==> config.mk <==
export PLATFORM = sky130hd
export DESIGN_NAME = regpack_decoder
export DESIGN_NICKNAME = d
export VERILOG_FILES = /design/src/rtl/regpack_pkg.sv /design/src/rtl/regpack_gather.sv /design/src/rtl/regpack_idx_map.sv /design/src/rtl/regpack_issue.sv /design/src/rtl/regpack_decoder.sv
export SDC_FILE = /design/constraint.sdc
export NUM_CORES = 1
export LEC_CHECK = 0
export CORE_MARGIN = 4
export CORE_UTILIZATION = 57
export CTS_BUF_LIST = sky130_fd_sc_hd__clkbuf_4
export DETAILED_ROUTE_END_ITERATION = 12
export PLACE_DENSITY = 0.83
export SYNTH_ARGS = -nofsm -noshare
export SYNTH_HDL_FRONTEND = slang
export SYNTH_SLANG_ARGS = --single-unit
==> constraint.sdc <==
create_clock -name clk -period 2.6 [get_ports clk]
set_input_delay 0.52 -clock clk [delete_from_list [all_inputs] [get_ports clk]]
set_output_delay 0.52 -clock clk [all_outputs]
set_load 0.01 [all_outputs]
==> src/rtl/regpack_pkg.sv <==
package regpack_pkg;
  typedef enum logic {PH_GATHER, PH_ISSUE} phase_e;
endpackage

==> src/rtl/regpack_gather.sv <==
module regpack_gather #(
  parameter int IDX_W = 8,
  parameter int SLOTS = 4,
  localparam int WORD_W = IDX_W * SLOTS,
  localparam int CNT_W = $clog2(SLOTS + 1)
) (
  input  logic                         clk,
  input  logic                         rst,
  input  logic                         hold,
  input  logic                         s_valid,
  output logic                         s_ready,
  input  logic [WORD_W-1:0]            s_data,
  output logic                         pkt_done,
  output logic                         partial,
  output logic [WORD_W-1:0]            header,
  output logic [SLOTS-1:0][WORD_W-1:0] payload
);
  logic [CNT_W-1:0] cnt;
  logic             take;

  assign s_ready  = ~hold;
  assign take     = s_valid & s_ready;
  assign pkt_done = take && (cnt == CNT_W'(SLOTS));
  assign partial  = (cnt != '0);

  always_ff @(posedge clk) begin
    if (rst) begin
      cnt <= '0;
    end else if (take) begin
      if (cnt == CNT_W'(SLOTS)) cnt <= '0;
      else                      cnt <= cnt + 1'b1;
    end
  end

  always_ff @(posedge clk) begin
    if (take && cnt == '0) header <= s_data;
  end

  for (genvar g = 0; g < SLOTS; g++) begin : g_word
    always_ff @(posedge clk) begin
      if (take && cnt == CNT_W'(g + 1)) payload[g] <= s_data;
    end
  end
endmodule

==> src/rtl/regpack_idx_map.sv <==
module regpack_idx_map #(
  parameter int IDX_W = 8,
  parameter int ADDR_W = 16,
  parameter logic [ADDR_W-1:0] BANK0_BASE = 'h1C00,
  parameter logic [ADDR_W-1:0] BANK1_BASE = 'h2C00,
  parameter logic [IDX_W-1:0]  PAD_IDX = 'h15
) (
  input  logic [IDX_W-1:0]  idx,
  output logic [ADDR_W-1:0] addr,
  output logic              is_pad
);
  logic [ADDR_W-1:0] offs;

  assign offs   = ADDR_W'({idx[IDX_W-2:0], 2'b00});
  assign addr   = (idx[IDX_W-1] ? BANK1_BASE : BANK0_BASE) + offs;
  assign is_pad = (idx == PAD_IDX);
endmodule

==> src/rtl/regpack_issue.sv <==
module regpack_issue
  import regpack_pkg::*;
#(
  parameter int SLOTS = 4,
  parameter int ADDR_W = 16,
  parameter int WORD_W = 32,
  localparam int SLOT_W = (SLOTS > 1) ? $clog2(SLOTS) : 1
) (
  input  logic                         clk,
  input  logic                         rst,
  input  logic                         start,
  input  logic [SLOTS-1:0][ADDR_W-1:0] addrs,
  input  logic [SLOTS-1:0]             pads,
  input  logic [SLOTS-1:0][WORD_W-1:0] vals,
  output logic                         busy,
  output logic                         wr_en,
  output logic [ADDR_W-1:0]            wr_addr,
  output logic [WORD_W-1:0]            wr_data
);
  phase_e            phase;
  logic [SLOT_W-1:0] slot;

  always_ff @(posedge clk) begin
    if (rst) begin
      phase <= PH_GATHER;
      slot  <= '0;
    end else if (start) begin
      phase <= PH_ISSUE;
      slot  <= '0;
    end else if (phase == PH_ISSUE) begin
      if (slot == SLOT_W'(SLOTS - 1)) begin
        phase <= PH_GATHER;
        slot  <= '0;
      end else begin
        slot <= slot + 1'b1;
      end
    end
  end

  assign busy    = (phase == PH_ISSUE);
  assign wr_en   = busy && !pads[slot];
  assign wr_addr = addrs[slot];
  assign wr_data = vals[slot];
endmodule

==> src/rtl/regpack_decoder.sv <==
module regpack_decoder #(
  parameter int IDX_W = 8,
  parameter int SLOTS = 4,
  parameter int ADDR_W = 16,
  parameter logic [ADDR_W-1:0] BANK0_BASE = 'h1C00,
  parameter logic [ADDR_W-1:0] BANK1_BASE = 'h2C00,
  parameter logic [IDX_W-1:0]  PAD_IDX = 'h15,
  localparam int WORD_W = IDX_W * SLOTS
) (
  input  logic              clk,
  input  logic              rst,
  input  logic              s_valid,
  output logic              s_ready,
  input  logic [WORD_W-1:0] s_data,
  output logic              wr_en,
  output logic [ADDR_W-1:0] wr_addr,
  output logic [WORD_W-1:0] wr_data,
  output logic              idle
);
  logic                         busy, pkt_done, partial;
  logic [WORD_W-1:0]            header;
  logic [SLOTS-1:0][WORD_W-1:0] payload;
  logic [SLOTS-1:0][ADDR_W-1:0] addrs;
  logic [SLOTS-1:0]             pads;

  regpack_gather #(.IDX_W(IDX_W), .SLOTS(SLOTS)) gather_i (
    .clk(clk), .rst(rst), .hold(busy),
    .s_valid(s_valid), .s_ready(s_ready), .s_data(s_data),
    .pkt_done(pkt_done), .partial(partial),
    .header(header), .payload(payload)
  );

  for (genvar k = 0; k < SLOTS; k++) begin : g_map
    regpack_idx_map #(
      .IDX_W(IDX_W), .ADDR_W(ADDR_W),
      .BANK0_BASE(BANK0_BASE), .BANK1_BASE(BANK1_BASE), .PAD_IDX(PAD_IDX)
    ) map_i (
      .idx(header[k*IDX_W +: IDX_W]),
      .addr(addrs[k]),
      .is_pad(pads[k])
    );
  end

  regpack_issue #(.SLOTS(SLOTS), .ADDR_W(ADDR_W), .WORD_W(WORD_W)) issue_i (
    .clk(clk), .rst(rst), .start(pkt_done),
    .addrs(addrs), .pads(pads), .vals(payload),
    .busy(busy), .wr_en(wr_en), .wr_addr(wr_addr), .wr_data(wr_data)
  );

  assign idle = ~busy & ~partial;
endmodule

[Word-level counts from Yosys, hierarchy flattened]
Index checks and enable logic that the tools add are counted.
Word-level totals
  memories: 0
  RAM bits: 0
  flip-flop bits (word level): 166
  output and inout port bits: 51
  memory bits (read-only): 0
  latch bits: 0
  logic and storage cells: 53
Operators by class
  multiplexer cells: 15
  order comparisons: 1
  reduce and logical (&&, ||, !) cells: 10
  shift-type cells: 0
  multiply operators: 0
  equality and inequality tests: 9
  bitwise gates (word level): 4
  add/sub/neg operators: 6
  div/mod/pow operators: 0
Operator list (count)
  16-bit by 9-bit adder with 16-bit output: 4
  32-bit binary-select mux with 2-bit select: 1
  14-bit two-way mux: 4
  16-bit binary-select mux with 2-bit select: 1
  8-bit by 5-bit equality test with 1-bit output (second input constant): 4
  32-bit two-way mux: 1
  16-bit two-way mux: 1
  3-bit by 2-bit equality test with 1-bit output (second input constant): 2
  1-bit logical AND: 6
  1-bit two-way mux: 4
  3-bit by 1-bit adder with 3-bit output (second input constant): 1
  3-bit by 1-bit equality test with 1-bit output (second input constant): 1
  3-bit equality test (second input constant): 1
  3-bit zero test: 1
  2-bit by 3-bit less-than comparator with 1-bit output (second input constant): 1
  3-bit two-way mux: 1
  3-bit nonzero test: 1
  2-bit by 1-bit adder with 2-bit output (second input constant): 1
  1-bit AND: 2
  1-bit binary-select mux with 2-bit select: 1
  2-bit equality test (second input constant): 1
  2-bit two-way mux: 1
  1-bit NOT: 2
  2-bit OR reduction: 1
  1-bit zero test: 1

[Longest topological paths before layout]
Gate-level depths: netlist of the first run.
  word-level depth: 5
  gate-level depth with buffers: 5
  depth with buffers taken out: 4

[Modules after synthesis]
Synthesis of the first run repeated with hierarchy kept, for this count alone.
Second synthesis, totals
  cell total of the unflattened synthesis: 348
  area total of the unflattened synthesis: 6976.7 µm²
Modules (own cells, without submodules)
  regpack_gather: sequential area each 4864.7 µm², cells each 189, area each 5042.3 µm², times used 1
  regpack_issue: sequential area each 60.1 µm², cells each 74, area each 1340.0 µm², times used 1
  regpack_idx_map: sequential area each 0.0 µm², cells each 21, area each 147.6 µm², times used 4
  regpack_decoder: sequential area each 0.0 µm², cells each 1, area each 3.8 µm², times used 1

[Worst setup path after synthesis of the first run]
Ideal clock, no wire load.
  path kind: input -> register
  start: in s_valid
  end: reg gather_i.payload[100] in the netlist's numbering, enable pin
  data required time: 2.208 ns
  setup time: 0.392 ns
  stages: 3
  buffers on the path: 1
  slack: 0.499 ns
  arrival time: 1.709 ns
  path through: nor2b_1 -> buf_2 -> and3_1
Between the ends
  word-level cells in the longest chain between the ends: 2
Ends and longest elaborated chain
  start, declared: RTL line regpack_decoder.sv:12  | input logic s_valid,
  1-bit AND: RTL line regpack_gather.sv:22  | assign take = s_valid & s_ready;
  1-bit logical AND
  named net gather_i.pkt_done: RTL line regpack_gather.sv:13  | output logic pkt_done,
  end signal, assigned by index: RTL line regpack_gather.sv:41  | if (take && cnt == CNT_W'(g + 1)) payload[g] <= s_data;
  end, declared: RTL line regpack_gather.sv:16  | output logic [SLOTS-1:0][WORD_W-1:0] payload
The timed path passes the listed nets, and every way through them passes these cells.
A chain may end at the register's enable or synchronous reset.

[Worst setup path after layout of the first run]
  start: reg issue_i.slot[0]
  end: out wr_data[16]
Between the ends
  word-level cells in the longest chain between the ends: 2
Ends and longest elaborated chain
  start, declared: RTL line regpack_issue.sv:21  | logic [SLOT_W-1:0] slot;
  start signal, assigned: RTL line regpack_issue.sv:35  | slot <= slot + 1'b1;
  32-bit binary-select mux with 2-bit select: RTL line regpack_issue.sv:43  | assign wr_data = vals[slot];
  32-bit two-way mux (implied by the code): RTL line regpack_issue.sv:43
  end, declared: RTL line regpack_decoder.sv:17  | output logic [WORD_W-1:0] wr_data,
Every way passes these cells. The select of a mux whose other input is x is not followed.

==> results of run 1 <==
## flip-flops by register name, indices dropped and copies added, names as in the netlist
name              cells
gather_i.payload    128
issue_i.busy          1
gather_i.cnt          3
gather_i.header      32
issue_i.slot          2
## repair_timing
item,CTS,global route
gates resized for setup,64,69
setup endpoints to repair,42,29
setup buffers,10,3
gates cloned,2,3
hold endpoints to repair,0,0
pin swaps,1,3
## per-stage QoR
step	setup TNS, ns	instances	setup WS [ns]	area (µm²)	utilization
finish	0	545	0.0491	7790	0.716
global route	-0.371	545	-0.0855	7790	0.716
CTS	-0.328	540	-0.0529	7800	0.716
detailed placement	0	499	0.341	7330	0.673
global placement	0	499	0.353	7330	0.673
floorplan	0	282	0.499	6380	-
## final timing paths
check | startpoint | end | slack (ns) | cells past startpoint
hold / removal | gather_i.cnt[0]$_SDFFE_PP0P_ | gather_i.cnt[0]$_SDFFE_PP0P_ | 0.57 | 2
setup reg to reg | issue_i.slot[0]$_SDFFE_PP0P_ | issue_i.slot[0]$_SDFFE_PP0P_ | 0.94 | 8
setup / recovery | issue_i.slot[0]$_SDFFE_PP0P_ | wr_data[16] | 0.05 | 5
hold reg to reg | gather_i.cnt[0]$_SDFFE_PP0P_ | gather_i.cnt[0]$_SDFFE_PP0P_ | 0.57 | 2
## cell type report
class | instances | area (µm²)
tap | 140 | 175
clock inverter | 12 | 226
clock buffer | 17 | 128
fill | 632 | 3100
timing repair buffer | 112 | 1040
sequential | 166 | 4930
inverter | 6 | 22.5
multi-input combinational | 92 | 1270
## placed cells by master, fill, tap and decap left out, types with 3 or more instances in the layout
master	n
dfxtp_1	3
clkdlybuf4s50_1	36
edfxtp_1	160
mux4_2	38
clkbuf_4	17
clkdlybuf4s15_1	10
buf_12	3
clkbuf_2	25
bufinv_16	6
buf_4	24
buf_2	3
and3_1	5
conb_1	7
nor3b_1	3
ha_1	6
buf_6	3
nor2_1	12
inv_1	6
clkbuf_16	3
## power breakdown
group	total (mW)	internal, mW	leakage (nW)	switching [mW]
sequential	3.14	3.08	1.51	0.0615
combinational	0.534	0.268	0.950	0.266
clock	1.81	0.947	0.182	0.863
## worst register-to-register path, delay by kind of cell (launching register included)
| family | cells | cell delay, ns |
|---|---|---|
| simple gates | 2 | 0.32 |
| compound gates | 1 | 0.06 |
| buf+inv | 4 | 0.56 |
| fa+ha+maj | 1 | 0.21 |
| flops | 1 | 0.43 |
## logic make-up (layout without fill, tap and decap cells)
| group | count (synthesis) | after routing | synth area share |
|---|---|---|---|
| flops | 166 | 166 | 0.774 |
| compound gates | 7 | 7 | 0.00845 |
| fa+ha+maj | 6 | 6 | 0.0118 |
| xor+xnor | 1 | 1 | 0.00138 |
| other cells | 2 | 7 | 0.00118 |
| buf+inv | 24 | 147 | 0.0301 |
| simple gates | 29 | 29 | 0.0263 |
| mux | 42 | 42 | 0.147 |
## metal layers
| metal | up-vias | GRT usage | wire length [µm] |
|---|---|---|---|
| li1 | 1379 | - | - |
| met1 | 1643 | 0.268 | 5130 |
| met2 | 188 | 0.342 | 6680 |
| met3 | 19 | 0.0711 | 1060 |
| met4 | 0 | 0.0809 | 257 |
| met5 | - | 0 | 0 |
==> results.txt, run 1 <==
----------------------------------------------------
[Outcome]
  Outcome ... finished clean

[Final layout]
  Layout overhead on the synthesized area ... 22.4%
  NumNets Final ... 436
  Proportion of layout cells with a drive suffix above 1 ... 0.333
  ANT cells ... 0

[Power and ir drop]
  Power per cell area ... 704 nW/µm²
  Worst vdd rail ir drop ... roughly 0.00043 V
  Final Total Pwr ... 5.48 mW
  Leak ... 2.64 nW

[STA]
  Final clock skew ... 0.0163 ns
  Tmin final ... roughly 2.6 ns
  Worst hold slack after final layout ... 0.573 ns
  Fmax ... 0.392 GHz
  Pins over their slew limit ... 0
  Part of the cycle the worst path needs ... 0.981
  Unrepaired setup endpoints after global routing ... true
  Final setup fails ... 0
  Final Hold Vio Count ... 0

[Yosys]
  Most numerous cell in the Yosys netlist ... edfxtp_1
  Average footprint of a synthesized cell ... between 20 and 25 µm²
  Flip-flop and latch count after synthesis ... 166
  Cell Area, Synth ... 6360 µm²
  Prevailing post-synth register cell ... edfxtp_1
  Count of yosys warnings during synthesis ... 0
  Post-synth EDFFs ... 160
  Yosys cell types ... 30
  Commonest cells in the synthesized netlist ... 160 x edfxtp_1, 36 x mux4_2, 12 x nor2_1
  Sequential element share of the synthesized area ... 0.774
  Synthesized instance count ... 277
  Synth area leaders ... edfxtp_1 75%, mux4_2 13%, dfxtp_1 1.9%, mux4_1 1.7%, ha_1 1.2%
  Fraction of registers with async set or reset after synthesis ... 0
  Area share of the leading cell type in the synthesized netlist ... 0.755
  Yosys top cell by area ... edfxtp_1

[Floorplan]
  Number of primary I/O pins ... 86
  Standard-cell row count ... 38
  Core footprint ... about 11000 µm²
  Y dimension of the die ... 114 µm
  Area of the die ... 12900 µm²
  Horizontal die dimension ... 114 µm
  Initial Utilization ... 0.585

[GRT]
  Pin count of the biggest net entering global routing ... 33
  Vias in the first global route ... between 3000 and 4000
  GRT Util Overall ... 0.212
  Grt ovf ... 0
  Number of antenna violations at the first check in global routing ... 0
  Wire length of the first global-routing pass ... 19.5 mm

[CTS]
  Clock-pin slew on the worst setup and hold paths ... 0.12 ns
  CTS Hold Buffers Added ... 0
  Number of buffers created by CTS ... 17
  Worst-Skew Late Latency ... 0.56 ns
  H-tree Lvls ... 4
  Clock tree from TritonCTS ... done
  Sink Count ... 166
  Clk root buf ... clkbuf_4
  Max Root-Sink Buffers ... 2

[Place]
  Half-perimeter wire length of the detailed placement result ... roughly 8 mm
  Routability-driven placement congestion ratio ... 0.798
  IO buf count ... between 70 and 80

[Setup path]
  Slowest cell on crit path ... dfxtp_4
  Top delay family on crit path ... buffers and inverters
  Largest driver fanout on the critical path ... 6
  CP Cell Sequence ... buf_16, buf_4, buf_4, mux4_2, clkbuf_2
  Most used cell along the critical path ... buf_4
  Buffering stage count on the worst path with inverters included ... 4
  Data required time at the worst endpoint ... 2.08 ns
  Maximum single-stage delay on the critical path ... 0.49 ns
  Data arrival time at the worst-slack endpoint ... about 2.0 ns
  Kind of capture point of the worst setup path ... output pin
  Category of the worst setup path launch point ... flop
  Category of the critical setup timing path ... flop to output pin

[Route]
  Final ANT Viol Nets ... 0
  DRT Pass-1 Iters ... 5
  Vias per inst ... 5.92
  Average detailed-routed wire length per instance ... 24.1 µm
  Final wirelength ... around 13 mm
  Drt first-iter violations ... 284
  Via count of the routed design ... ~3200
  Drt drc ... 0

[Min path]
  Hold crit path type ... flop to flop

[Run]
  Max-capacitance violation count ... 0

----------------------------------------------------
Power figures use the tool's default switching activity.
==> run 2: changes to the inputs <==
--- a/config.mk
+++ b/config.mk
@@ -9,6 +9,7 @@
 export CORE_UTILIZATION = 57
 export CTS_BUF_LIST = sky130_fd_sc_hd__clkbuf_4
 export DETAILED_ROUTE_END_ITERATION = 12
+export GPL_TIMING_DRIVEN = 0
 export PLACE_DENSITY = 0.83
 export SYNTH_ARGS = -nofsm -noshare
 export SYNTH_HDL_FRONTEND = slang
==> run 2 against run 1 <==
Net effect:
- routed wire length fell by 9.8%
- worst setup slack improved by 0.025 ns
- cell count decreased by 1.8%
- flip-flop and latch count unchanged
- utilization is 0.88 points lower
- total power shrank 4.8%
- register-to-register slack lost 0.36 ns
- non-clock buffer count down 11
- sequential share of layout area rose by 0.74 points
- maximum frequency up 1.0%
- critical endpoint is now wr_addr[5]
- largest cell class unchanged
==> results.txt, run 2 (synthesis results as in run 1) <==
----------------------------------------------------
[Final layout]
  Largest registers ... gather_i.payload: 128 flops, gather_i.header: 32 flops, gather_i.cnt: 3 flops (unchanged)
  Register containing the most flip-flops in the final layout ... gather_i.payload (unchanged)
  Proportion of layout cells with a drive suffix above 1 ... 0.271 (was 0.333)
  Fin area ... 7700 µm² (was 7790 µm²)
  ANT cells ... 0 (unchanged)
  Largest register FFs ... 128 (unchanged)
  NumNets Final ... 425 (was 436)
  Number of standard cells in the final layout excluding fillers ... 535 (was 545)
  Multi-input combinational cell area ... 1270 µm² (about the same)
  Footprint of the flip-flops and latches ... 4930 µm² (about the same)
  Final core utilization ... 0.707 (was 0.716)
  Commonest non-fill, non-tap cells in the layout ... 160 x edfxtp_1, 36 x mux4_2, 36 x clkdlybuf4s50_1, 22 x dlygate4sd2_1, 21 x clkbuf_4 (was 160 x edfxtp_1, 38 x mux4_2, 36 x clkdlybuf4s50_1, 25 x clkbuf_2, 24 x buf_4)
  Layout overhead on the synthesized area ... 20.9% (was 22.4%)
  # fillers ... 680 (was 632)
  Most common cell after layout, fill and taps aside ... edfxtp_1 (unchanged)

[Floorplan]
  Area of the die ... 12900 µm² (unchanged)
  Initial Utilization ... 0.585 (unchanged)
  Standard-cell row count ... 38 (unchanged)
  Y dimension of the die ... 114 µm (unchanged)
  Number of primary I/O pins ... 86 (unchanged)
  Core footprint ... 10900 µm² (unchanged)
  Horizontal die dimension ... 114 µm (unchanged)

[CTS]
  Sink Count ... 166 (unchanged)
  Max Root-Sink Buffers ... 2 (unchanged)
  Clk root buf ... clkbuf_4 (unchanged)
  Number of buffers created by CTS ... 17 (unchanged)
  H-tree Lvls ... 4 (unchanged)
  Clock tree from TritonCTS ... done (unchanged)
  Worst-Skew Late Latency ... 0.52 ns (was 0.56 ns)
  Clock-pin slew on the worst setup and hold paths ... 0.12 ns (about the same)

[STA]
  Max-Slew Margin vs Limit ... 0.395
  Fmax ... 0.396 GHz (was 0.392 GHz)
  Tmin final ... 2.53 ns (was 2.55 ns)
  Part of the cycle the worst path needs ... 0.971 (was 0.981)
  Final setup fails ... 0 (unchanged)
  Pins over their slew limit ... 0 (unchanged)
  Unrepaired setup endpoints after global routing ... true (unchanged)
  Worst hold slack after final layout ... 0.566 ns (was 0.573 ns)
  Final Hold Vio Count ... 0 (unchanged)
  Final clock skew ... 0.0152 ns (was 0.0163 ns)
  Tightest Pin Transition ... 0.907 ns
  Sum Neg Setup Slack ... 0 ns (unchanged)

[Min path]
  Hold crit path type ... flop to flop (unchanged)
  Startpoint of the tightest hold check path ... gather_i.cnt[2]$_SDFFE_PP0P_ (was gather_i.cnt[0]$_SDFFE_PP0P_)
  Endpoint of the worst hold path ... gather_i.cnt[2]$_SDFFE_PP0P_ (was gather_i.cnt[0]$_SDFFE_PP0P_)
  Min-Delay Path Depth ... 2 (unchanged)

[Power and ir drop]
  Leak ... 2.57 nW (was 2.64 nW)
  Power per cell area ... 678 nW/µm² (was 704 nW/µm²)
  Worst vdd rail ir drop ... 0.000407 V (was 0.000430 V)

[Setup path]
  Endpoint of the worst-slack reg-to-reg timing path ... gather_i.payload[97]$_DFFE_PP_ (was issue_i.slot[0]$_SDFFE_PP0P_)
  R2r setup slk ... 0.58 ns (was 0.94 ns)
  R2r worst-path depth ... 3 (was 8)
  Kind of capture point of the worst setup path ... output pin (unchanged)
  Startpoint of the worst register-to-register path ... issue_i.busy$_SDFF_PP0_ (was issue_i.slot[0]$_SDFFE_PP0P_)
  Data arrival time at the worst-slack endpoint ... 2.01 ns (was 2.03 ns)
  Category of the worst setup path launch point ... flop (unchanged)
  Origin of the worst setup path ... issue_i.slot[0]$_SDFFE_PP0P_ (unchanged)
  Largest driver fanout on the critical path ... 6 (unchanged)
  Category of the critical setup timing path ... flop to output pin (unchanged)
  Data required time at the worst endpoint ... 2.08 ns (about the same)

[GRT]
  Vias in the first global route ... 3272 (was 3378)
  Number of antenna violations at the first check in global routing ... 0 (unchanged)
  Wire length of the first global-routing pass ... 18.2 mm (was 19.5 mm)
  GRT Util Overall ... 0.194 (was 0.212)
  Grt ovf ... 0 (unchanged)
  Pin count of the biggest net entering global routing ... 33 (unchanged)

[Route]
  Via count of the routed design ... 3139 (was 3229)
  Vias per inst ... 5.87 (was 5.92)
  DRT Pass-1 Iters ... 5 (unchanged)
  Average detailed-routed wire length per instance ... 22.1 µm (was 24.1 µm)
  Final wirelength ... 11.8 mm (was 13.1 mm)
  Drt first-iter violations ... 160 (was 284)
  Final ANT Viol Nets ... 0 (unchanged)
  Drt drc ... 0 (unchanged)

[Place]
  Half-perimeter wire length of the detailed placement result ... 7.38 mm (was 7.89 mm)
  DP Cell Count ... 500 (was 499)
  Routability-driven placement congestion ratio ... 0.783 (was 0.798)
  Cell area reported after detailed placement ... 7340 µm² (was 7330 µm²)
  IO buf count ... 78 (unchanged)

[Outcome]
  Outcome ... finished clean (unchanged)

[Run]
  Max-capacitance violation count ... 0 (unchanged)

----------------------------------------------------
## run 2: area by class of cell
cell class / instances / share of cell area
plain buffers: 18 / 0.0247
clock buffers: 20 / 0.0195
clock inverters: 10 / 0.0202
inverters: 6 / 0.00293
multi-input cells: 92 / 0.166
flip-flops and latches: 166 / 0.641
well taps: 140 / 0.0228
repair buffers: 83 / 0.104
## run 2: worst max path at each step
stage	endpoint	slack, ns	cells past startpoint
floorplan	gather_i.payload[100]$_DFFE_PP_	0.50	3
global placement	gather_i.payload[112]$_DFFE_PP_	-0.61	4
detailed placement	gather_i.header[26]$_DFFE_PP_	-0.42	4
CTS	wr_data[28]	0.00006	4
global route	wr_data[25]	-0.006	4
finish	wr_addr[5]	0.07	5
## run 2: report_power, final
part           total (mW)  internal, mW  switching (mW)
combinational       0.504         0.252           0.252
clock                1.58         0.780           0.799
sequential           3.14          3.08          0.0563
## run 2: what timing repair did
item,in CTS,in global routing
hold endpoints to repair,0,0
endpoints found under the setup margin,42,26
cloned,1,1
hold buffers,0,0
buffers inserted,2,1
resized for setup,81,16
pin swaps,0,1
## run 2: critical path, cell delays in order, from the launching register on
cell	delay [ns]
dfxtp_4	0.39
buf_12	0.14
buf_12	0.13
buf_12	0.12
mux4_2	0.54
buf_2	0.17
## run 2: metrics by stage
step	worst slack [ns]	total power [mW]
floorplan	0.499	3.43
finish	0.0745	5.22
global route	-0.00574	5.41
global placement	-0.606	3.70
detailed placement	-0.424	3.72
CTS	0.0000648	5.24
## run 2: routing by layer
layer  routed length [µm]  up-vias  GRT usage  share of wire
met2                 5910      150      0.309           0.50
met1                 4820     1604      0.257           0.41
li1                     -     1365          -              -
met4                  227        0     0.0785          0.019
met5                    0        -          0              0
met3                  871       20     0.0531          0.074
==> run 3: changes to the inputs <==
==> constraint.sdc (replaced) <==
create_clock -name clk -period 2.6 [get_ports clk]
set_input_delay 0.52 -clock clk [delete_from_list [all_inputs] [get_ports clk]]
set_output_delay 0.52 -clock clk [all_outputs]
set_load 0.05 [all_outputs]
==> run 3 against run 2 <==
Net effect:
- count of clock-buffer cells in the layout unchanged
- critical path type unchanged
- hold slack lost 0.00063 ns
- combinational power grew 34%
- total power increased by 3.1%
- clock skew rose by 0.0027 ns
- design area shrank 2.9%
- first-iteration DRC count up 27%
- cell count decreased by 0.93%
- sequential share of layout area is 1.9 points higher
==> results.txt, run 3 (synthesis results as in run 1) <==
----------------------------------------------------
[Place]
  IO buf count ... 78 (unchanged)
  Half-perimeter wire length of the detailed placement result ... 7.38 mm (unchanged)
  Routability-driven placement congestion ratio ... 0.783 (unchanged)
  DP Cell Count ... 500 (unchanged)

[STA]
  Fmax ... 0.402 GHz (was 0.396 GHz)
  Tightest Pin Transition ... 0.911 ns (was 0.907 ns)
  Pins over their slew limit ... 0 (unchanged)
  Final setup fails ... 0 (unchanged)
  Tmin final ... 2.49 ns (was 2.53 ns)
  Final Hold Vio Count ... 0 (unchanged)
  Final clock skew ... 0.0179 ns (was 0.0152 ns)
  Part of the cycle the worst path needs ... 0.958 (was 0.971)
  Unrepaired setup endpoints after global routing ... false (was true)
  Max-Slew Margin vs Limit ... 0.393 (was 0.395)

[Route]
  DRT Pass-1 Iters ... 4 (was 5)
  Via count of the routed design ... 3071 (was 3139)
  Final wirelength ... 11.6 mm (was 11.8 mm)
  Drt first-iter violations ... 203 (was 160)
  Drt drc ... 0 (unchanged)
  Final ANT Viol Nets ... 0 (unchanged)
  Vias per inst ... 5.79 (was 5.87)
  Average detailed-routed wire length per instance ... 21.8 µm (was 22.1 µm)

[Floorplan]
  Horizontal die dimension ... 114 µm (unchanged)
  Standard-cell row count ... 38 (unchanged)
  Core footprint ... 10900 µm² (unchanged)
  Initial Utilization ... 0.585 (unchanged)
  Area of the die ... 12900 µm² (unchanged)
  Number of primary I/O pins ... 86 (unchanged)
  Y dimension of the die ... 114 µm (unchanged)

[Setup path]
  Buffering stage count on the worst path with inverters included ... 3 (was 4)
  R2r worst-path depth ... 3 (unchanged)
  Maximum single-stage delay on the critical path ... 0.54 ns (about the same)
  Category of the worst setup path launch point ... flop (unchanged)
  CP Cell Sequence ... buf_8, buf_12, mux4_2, buf_2 (was buf_12, buf_12, buf_12, mux4_2, buf_2)
  Largest driver fanout on the critical path ... 10 (was 6)
  Slowest cell on crit path ... mux4_2 (unchanged)
  Critical path depth ... 4 (was 5)
  Data required time at the worst endpoint ... 2.08 ns (about the same)
  Data arrival time at the worst-slack endpoint ... 1.97 ns (was 2.01 ns)
  Category of the critical setup timing path ... flop to output pin (unchanged)
  Top delay family on crit path ... buffers and inverters (unchanged)
  Kind of capture point of the worst setup path ... output pin (unchanged)

[GRT]
  Pin count of the biggest net entering global routing ... 33 (unchanged)
  Number of antenna violations at the first check in global routing ... 0 (unchanged)
  Vias in the first global route ... 3257 (was 3272)
  Wire length of the first global-routing pass ... 17.9 mm (was 18.2 mm)
  Grt ovf ... 0 (unchanged)
  GRT Util Overall ... 0.191 (was 0.194)

[CTS]
  Post CTS Setup Buffer Count ... 0 (was 2)
  Sink Count ... 166 (unchanged)
  Max Root-Sink Buffers ... 2 (unchanged)
  Clock-pin slew on the worst setup and hold paths ... 0.13 ns (was 0.12 ns)
  Clock tree from TritonCTS ... done (unchanged)
  Clk root buf ... clkbuf_4 (unchanged)
  Worst-Skew Late Latency ... 0.51 ns (was 0.52 ns)
  H-tree Lvls ... 4 (unchanged)
  Number of buffers created by CTS ... 17 (unchanged)

[Outcome]
  Outcome ... finished clean (unchanged)

[Final layout]
  Largest registers ... gather_i.payload: 128 flops, gather_i.header: 32 flops, gather_i.cnt: 3 flops (unchanged)
  Layout overhead on the synthesized area ... 17.4% (was 20.9%)
  Largest register FFs ... 128 (unchanged)
  Register containing the most flip-flops in the final layout ... gather_i.payload (unchanged)
  Number of standard cells in the final layout excluding fillers ... 530 (was 535)
  NumNets Final ... 420 (was 425)
  Commonest non-fill, non-tap cells in the layout ... 160 x edfxtp_1, 41 x buf_2, 36 x mux4_2, 35 x clkdlybuf4s50_1, 21 x clkbuf_4 (was 160 x edfxtp_1, 36 x mux4_2, 36 x clkdlybuf4s50_1, 22 x dlygate4sd2_1, 21 x clkbuf_4)
  ANT cells ... 0 (unchanged)
  Footprint of the flip-flops and latches ... 4930 µm² (about the same)
  Multi-input combinational cell area ... 1270 µm² (unchanged)
  # fillers ... 704 (was 680)
  Proportion of layout cells with a drive suffix above 1 ... 0.333 (was 0.271)
  Most common cell after layout, fill and taps aside ... edfxtp_1 (unchanged)

[Power and ir drop]
  Worst vdd rail ir drop ... 0.000435 V (was 0.000407 V)
  Final Total Pwr ... 5.38 mW (was 5.22 mW)
  Leak ... 2.49 nW (was 2.57 nW)
  Power per cell area ... 720 nW/µm² (was 678 nW/µm²)

[Run]
  Max-capacitance violation count ... 0 (unchanged)

[Min path]
  Min-Delay Path Depth ... 2 (unchanged)
  Hold crit path type ... flop to flop (unchanged)

----------------------------------------------------
[run 3: changes by cell type in the layout (fill, tap and decap cells not counted), sizes merged]
cell / before / now
buf: 32 / 56
clkdlybuf4s15: 7 / 3
clkdlybuf4s50: 36 / 35
clkbuf: 23 / 21
dlygate4sd2: 22 / 1
bufbuf: 1 / 0
[run 3: area by class of cell]
cell class,instances,area share
Timing Repair Buffer,78,0.0797
Tap cell,140,0.0234
Clock buffer,20,0.0201
Clock inverter,10,0.0208
Buffer,18,0.0234
Inverter,6,0.00301
Multi-Input combinational cell,92,0.170
Sequential cell,166,0.659
[run 3: worst register-to-register path: cells and delay by family (launching register included)]
kind	cells	cell delay, ns
buffers and inverters	1	0.24
DFF	1	0.40
and+or+nand+nor	2	1.00
[run 3: through the flow]
| step | utilization | worst slack, ns | hold slack, ns | area (µm²) | TNS [ns] |
|---|---|---|---|---|---|
| global route | 0.686 | 0.0182 | 0.601 | 7470 | 0 |
| floorplan | - | 0.499 | 0.504 | 6380 | 0 |
| CTS | 0.687 | 0.00387 | 0.570 | 7480 | 0 |
| finish | 0.686 | 0.110 | 0.565 | 7470 | 0 |
| detailed placement | 0.675 | -0.424 | 0.552 | 7340 | -15.40 |
| global placement | 0.674 | -0.606 | 0.518 | 7340 | -83.33 |
[run 3: power breakdown]
| group | internal, mW | leakage (nW) | total [mW] | switching [mW] |
|---|---|---|---|---|
| sequential | 3.08 | 1.51 | 3.14 | 0.0544 |
| clock | 0.780 | 0.158 | 1.57 | 0.792 |
| combinational | 0.222 | 0.818 | 0.676 | 0.454 |
[run 3: path summary, 6_finish.rpt]
check	start	to	slack (ns)
setup / recovery	issue_i.slot[0]$_SDFFE_PP0P_	wr_data[28]	0.11
hold / removal	gather_i.cnt[2]$_SDFFE_PP0P_	gather_i.cnt[2]$_SDFFE_PP0P_	0.57
setup reg to reg	issue_i.busy$_SDFF_PP0_	gather_i.payload[124]$_DFFE_PP_	0.57
hold reg to reg	gather_i.cnt[2]$_SDFFE_PP0P_	gather_i.cnt[2]$_SDFFE_PP0P_	0.57
[run 3: metal layers]
metal	up-vias	wire [µm]	global-route usage
li1	1354	-	-
met1	1554	4630	0.247
met2	140	5850	0.310
met3	23	820	0.0451
met4	0	255	0.0889
met5	-	0	0
[run 3: what timing repair did]
item,CTS,global route
endpoints found under the setup margin,43,30
hold buffers,0,0
resized for setup,202,10
cloned,0,0
